===== config.mk =====
export PLATFORM = sky130hd
export DESIGN_NAME = timer_wdog
export DESIGN_NICKNAME = d
export VERILOG_FILES = /design/src/rtl/tw_pkg.sv /design/src/rtl/tw_sync_edge.sv /design/src/rtl/tw_prescaler.sv /design/src/rtl/tw_wdog_base.sv /design/src/rtl/timer_wdog.sv
export SDC_FILE = /design/constraint.sdc
export NUM_CORES = 1
export LEC_CHECK = 0
export BUFFER_PORTS_ARGS = -buffer_cell sky130_fd_sc_hd__buf_2
export CORE_UTILIZATION = 55
export DETAILED_ROUTE_END_ITERATION = 7
export PLACE_DENSITY = 0.85
export SLEW_MARGIN = 15
export SYNTH_ARGS = -nofsm -noshare
export SYNTH_HDL_FRONTEND = slang
export SYNTH_SLANG_ARGS = --single-unit

===== constraint.sdc =====
create_clock -name clk -period 3 [get_ports clk]
set_clock_uncertainty 0.15 [all_clocks]
set_input_delay 0.6 -clock clk [delete_from_list [all_inputs] [get_ports clk]]
set_output_delay 0.6 -clock clk [all_outputs]
set_load 0.01 [all_outputs]

===== src/rtl/tw_pkg.sv =====
package tw_pkg;
  localparam int PSC_W  = 8;
  localparam int CODE_W = 3;
  localparam int MODE_W = 6;

  typedef struct packed {
    logic              src_ext;
    logic              edge_fall;
    logic              psc_to_wdt;
    logic [CODE_W-1:0] code;
  } mode_t;

  localparam mode_t MODE_RST = '{src_ext: 1'b1, edge_fall: 1'b1,
                                 psc_to_wdt: 1'b1, code: '1};

  // Low-bit mask for the prescaler compare: 2^n-1 for the watchdog, 2^(n+1)-1 for the counter
  function automatic logic [PSC_W-1:0] psc_mask(input logic [CODE_W-1:0] code,
                                                input logic for_wdt);
    logic [PSC_W:0] span;
    span = for_wdt ? ((PSC_W+1)'(1) << code) : ((PSC_W+1)'(2) << code);
    return PSC_W'(span - (PSC_W+1)'(1));
  endfunction
endpackage


===== src/rtl/tw_sync_edge.sv =====
module tw_sync_edge #(
  parameter int STAGES = 2
) (
  input  logic clk,
  input  logic rst,
  input  logic pin,
  output logic rise,
  output logic fall
);
  logic [STAGES:0] sync_q;

  always_ff @(posedge clk) begin
    if (rst) sync_q <= '0;
    else     sync_q <= {sync_q[STAGES-1:0], pin};
  end

  assign rise =  sync_q[STAGES-1] & ~sync_q[STAGES];
  assign fall = ~sync_q[STAGES-1] &  sync_q[STAGES];
endmodule


===== src/rtl/tw_prescaler.sv =====
module tw_prescaler #(
  parameter int W = 8
) (
  input  logic         clk,
  input  logic         rst,
  input  logic         clr,
  input  logic         inc,
  input  logic [W-1:0] mask,
  output logic         tick
);
  logic [W-1:0] psc_q;

  always_ff @(posedge clk) begin
    if (rst || clr) psc_q <= '0;
    else if (inc)   psc_q <= psc_q + W'(1);
  end

  assign tick = inc && !clr && ((psc_q | ~mask) == '1);
endmodule


===== src/rtl/tw_wdog_base.sv =====
module tw_wdog_base #(
  parameter int BASE = 1000
) (
  input  logic clk,
  input  logic rst,
  input  logic clr,
  output logic base_tick
);
  localparam int CW = (BASE > 2) ? $clog2(BASE) : 1;
  localparam logic [CW-1:0] LAST = CW'(BASE - 1);

  logic [CW-1:0] cnt_q;

  always_ff @(posedge clk) begin
    if (rst || clr)          cnt_q <= '0;
    else if (cnt_q == LAST)  cnt_q <= '0;
    else                     cnt_q <= cnt_q + CW'(1);
  end

  assign base_tick = (cnt_q == LAST) && !clr;
endmodule


===== src/rtl/timer_wdog.sv =====
module timer_wdog #(
  parameter int WDT_BASE    = 1000,
  parameter int SYNC_STAGES = 2,
  parameter int CNT_W       = 8
) (
  input  logic                      clk,
  input  logic                      rst,
  input  logic                      cyc_en,
  input  logic                      ext_pin,
  input  logic                      mode_we,
  input  logic [tw_pkg::MODE_W-1:0] mode_wdata,
  input  logic                      cnt_we,
  input  logic [CNT_W-1:0]          cnt_wdata,
  input  logic                      wdt_clr,
  input  logic                      sleep_req,
  output logic [tw_pkg::MODE_W-1:0] mode_q,
  output logic [CNT_W-1:0]          cnt_q,
  output logic                      cnt_ovf,
  output logic                      wdt_rst_req,
  output logic                      wdt_tof
);
  import tw_pkg::*;

  mode_t             mode_r;
  logic              pin_rise, pin_fall, ext_evt, src_evt;
  logic              wd_clr, base_tick;
  logic              psc_clr, psc_inc, psc_tick;
  logic [PSC_W-1:0]  mask;
  logic              cnt_tick, wdt_fire;

  always_ff @(posedge clk) begin
    if (rst)          mode_r <= MODE_RST;
    else if (mode_we) mode_r <= mode_t'(mode_wdata);
  end
  assign mode_q = mode_r;

  tw_sync_edge #(.STAGES(SYNC_STAGES)) i_sync (
    .clk(clk), .rst(rst), .pin(ext_pin), .rise(pin_rise), .fall(pin_fall)
  );

  assign ext_evt = mode_r.edge_fall ? pin_fall : pin_rise;
  assign src_evt = mode_r.src_ext ? ext_evt : cyc_en;
  assign wd_clr  = wdt_clr | sleep_req;

  tw_wdog_base #(.BASE(WDT_BASE)) i_base (
    .clk(clk), .rst(rst), .clr(wd_clr), .base_tick(base_tick)
  );

  assign psc_clr = mode_r.psc_to_wdt ? wd_clr    : cnt_we;
  assign psc_inc = mode_r.psc_to_wdt ? base_tick : src_evt;
  assign mask    = psc_mask(mode_r.code, mode_r.psc_to_wdt);

  tw_prescaler #(.W(PSC_W)) i_psc (
    .clk(clk), .rst(rst), .clr(psc_clr), .inc(psc_inc), .mask(mask), .tick(psc_tick)
  );

  assign cnt_tick = mode_r.psc_to_wdt ? src_evt  : psc_tick;
  assign wdt_fire = mode_r.psc_to_wdt ? psc_tick : base_tick;

  always_ff @(posedge clk) begin
    if (rst) begin
      cnt_q   <= '0;
      cnt_ovf <= 1'b0;
    end else if (cnt_we) begin
      cnt_q   <= cnt_wdata;
      cnt_ovf <= 1'b0;
    end else if (cnt_tick) begin
      {cnt_ovf, cnt_q} <= {1'b0, cnt_q} + (CNT_W+1)'(1);
    end else begin
      cnt_ovf <= 1'b0;
    end
  end

  always_ff @(posedge clk) begin
    if (rst) begin
      wdt_rst_req <= 1'b0;
      wdt_tof     <= 1'b0;
    end else begin
      wdt_rst_req <= wdt_fire;
      if (wd_clr)        wdt_tof <= 1'b0;
      else if (wdt_fire) wdt_tof <= 1'b1;
    end
  end
endmodule


==> flow_metrics.tcl <==
set metrics [dict create \
    async_reset_ff_frac 0 \
    syn_area_per_cell_um2 8.633 \
    critPathKind "flip-flop to flip-flop" \
    fillers 301 \
    period_needed_ns 2.936 \
    slowest_stage "or4_1" \
    num_vias 2099 \
    synth-seq-area-share 0.3539 \
    firstDrtPassIters 5 \
    worst_hold_path_type "flip-flop to flip-flop" \
    ys_ff_latch 38 \
    grt_pass1_vias 1793 \
    synthFlopType "dfxtp_1" \
    portBuffers 38 \
    grt_pass1_wl_um 7900 \
    setup-tns-final_ns 0 \
    routed_wl_um 5205 \
    grt_max_degree 16 \
    status "finished, final reports clean" \
    relSlewSlack 0.5491 \
    crit_chain "buf_4, inv_1, ha_1, and2b_1, o22ai_1, a2111oi_4, o2111ai_4, or4_1, a31oi_1" \
    start_util 0.5785 \
    cp_slowest_stage_delay_ns 0.56 \
    fin_util 0.6906 \
    via_per_inst 6.102 \
    p_leak_nw 0.9821 \
    cts_max_level 2 \
    fp.coreArea_mm2 0.003716 \
    total_power_w 0.001081 \
    clkTransAtPathRegs_ns 0.07 \
    row_count 22 \
    cts_tree "yes" \
    synth_area_mm2 0.002150 \
    cap_violations 0 \
    drv_slew 0 \
    cp_top_family "compound AO/OA/AOI/OAI gates" \
    grtUsageTotal 0.2425 \
    synth_warnings 0 \
    synth_edf_count 0 \
    dieArea_mm2 0.004162 \
    power_density_mw_per_mm2 421.3 \
    gp_congestion 0.8945 \
    clock_sinks 38 \
    peakVddDrop_v 0.0002877 \
    clk_path_buf_depth 2 \
    postRouteAntennaNets 0 \
    die_x_um 64.52 \
    die_y_um 64.52 \
    syn_inst 249 \
    cp.buffers_inverters 2 \
    cp-end-kind "flip-flop" \
    cts_root_buf "clkbuf_8" \
    syn-num-nets 277 \
    timing.final.crit_share 0.9786 \
    required_ns 3.07 \
    diodes 0 \
    worst_pin_slew_ns 0.6733 \
    fmax_ghz 0.3406 \
    antenna_found_initial 0 \
    clkLatencyLatePin_ns 0.29 \
    synth_cell_types 57 \
    setup_viol 0 \
    num_io_pins 39 \
    cp.arrival_ns 3.00 \
    overflow 0 \
    nNetsFinal 323 \
    drcViolationCount 0 \
    drt_iter0_markers 169 \
    crit_fanout 7 \
    drive_above_1_share 0.2500 \
    hold_viol_final 0 \
    cts_buffers 5 \
    wl_per_cell_um 15.13 \
    hpwl_um 3500 \
    worstSetupStartpointType "flip-flop" \
    syn_to_final_growth_pct 19.38 \
]
[metrics by stage]
| step | std cells | setup slack [ns] | area (um2) | hold slack [ns] |
|---|---|---|---|---|
| floorplan | 249 | 0.1693 | 2150 | 0.2638 |
| global route | 344 | -0.07407 | 2566 | 0.3344 |
| detailed placement | 332 | 0.09093 | 2399 | 0.3025 |
| global placement | 332 | 0.2128 | 2399 | 0.2676 |
| CTS | 340 | 0.04027 | 2494 | 0.3152 |
| finish | 344 | 0.06413 | 2566 | 0.3139 |
[worst register-to-register path: stages (launching register included)]
cell and delay [ns]:
dfxtp_1 0.33, buf_4 0.15, inv_1 0.14, ha_1 0.30, and2b_1 0.17, o22ai_1 0.13, a2111oi_4 0.53, o2111ai_4 0.24
or4_1 0.56, a31oi_1 0.18
[where the power goes]
group | leakage (nW) | internal, W | switching (W)
combinational | 0.625 | 0.0000752 | 0.0000990
sequential | 0.310 | 0.000520 | 0.0000203
clock | 0.0472 | 0.000185 | 0.000182
total | 0.982 | 0.000780 | 0.000301
[state kept, by name, summed over array words and instances, names as in the netlist]
name / flops
i_base.cnt_q: 10
cnt_q: 8
i_psc.psc_q: 8
mode_q: 6
i_sync.sync_q: 3
cnt_ovf: 1
wdt_rst_req: 1
wdt_tof: 1
[logic make-up (layout without fill, tap and decap cells)]
family | Yosys count | count (layout) | synth area share
buf+inv | 14 | 60 | 0.03027
xor+xnor | 16 | 16 | 0.06519
flops | 38 | 38 | 0.3539
simple gates | 108 | 108 | 0.2707
fa+ha+maj | 6 | 6 | 0.03492
mux | 8 | 8 | 0.03784
compound gates | 59 | 60 | 0.2072
[cell type report]
cell class	count	area, um2	area share
flip-flops and latches	38	760.7	0.2964
well taps	48	60.06	0.02340
clock buffers	6	82.58	0.03218
clock inverters	2	12.51	0.004876
repair buffers	47	257.7	0.1004
multi-input cells	198	1374	0.5353
inverters	5	18.77	0.007314
[layout by cell type, fill, tap and decap left out, types with 3 or more instances in the layout]
| cell | count |
|---|---|
| dfxtp_1 | 38 |
| a21oi_1 | 12 |
| o211ai_1 | 6 |
| nand4b_1 | 4 |
| nor3_1 | 5 |
| nor2_1 | 30 |
| clkbuf_8 | 6 |
| buf_2 | 38 |
| o21ai_0 | 9 |
| nand2b_1 | 4 |
| xnor2_1 | 6 |
| nand3_1 | 7 |
| or4_1 | 4 |
| a31oi_1 | 8 |
| inv_1 | 5 |
| nand4_1 | 6 |
| and3_1 | 3 |
| buf_4 | 9 |
| nand2_1 | 22 |
| mux2i_1 | 6 |
| nor2b_1 | 5 |
| xor2_1 | 10 |
| ha_1 | 5 |
| o31ai_1 | 4 |
[path summary, 6_finish.rpt]
kind | from | to | slack [ns] | depth (start not counted)
max | mode_q[3] | cnt_q[6] | 0.06 | 9
min | i_sync.sync_q[0] | i_sync.sync_q[1] | 0.31 | 1
max reg2reg | mode_q[3] | cnt_q[6] | 0.06 | 9
min reg2reg | i_sync.sync_q[0] | i_sync.sync_q[1] | 0.31 | 1
[layer usage]
metal  GRT usage  share of wire  vias to the layer above
met3     0.05282          0.075                       18
met4     0.08333          0.023                        0
met1      0.2951           0.41                      994
met2      0.4184           0.49                       76
met5           0              0                        -
li1            -              -                     1011
[cell usage after synthesis, types with 2 or more instances]
cell / instances / area share
dfxtp_1: 38 / 0.35
nor2_1: 30 / 0.052
nand2_1: 22 / 0.038
a21oi_1: 12 / 0.028
xor2_1: 10 / 0.041
o21ai_0: 9 / 0.021
a31oi_1: 8 / 0.023
mux2i_1: 7 / 0.033
nand3_1: 7 / 0.016
ha_1: 6 / 0.035
nand4_1: 6 / 0.017
o211ai_1: 6 / 0.021
xnor2_1: 6 / 0.024
clkbuf_1: 5 / 0.0087
inv_1: 5 / 0.0087
nor2b_1: 5 / 0.015
nor3_1: 5 / 0.012
o31ai_1: 5 / 0.017
nand2b_1: 4 / 0.012
nand4b_1: 4 / 0.016
or4_1: 4 / 0.014
and3_1: 3 / 0.0087
a21o_1: 2 / 0.0070
nand3b_1: 2 / 0.0070
nor3b_1: 2 / 0.0070
o311a_1: 2 / 0.0093
or2_2: 2 / 0.0058
or3b_1: 2 / 0.0082
or3b_2: 2 / 0.0082
[what timing repair did]
action	in CTS	in global routing
hold buffers	0	0
setup endpoints to repair	0	6
setup buffers	0	3
resized for setup	0	6
(Power assumes the default switching activity.)
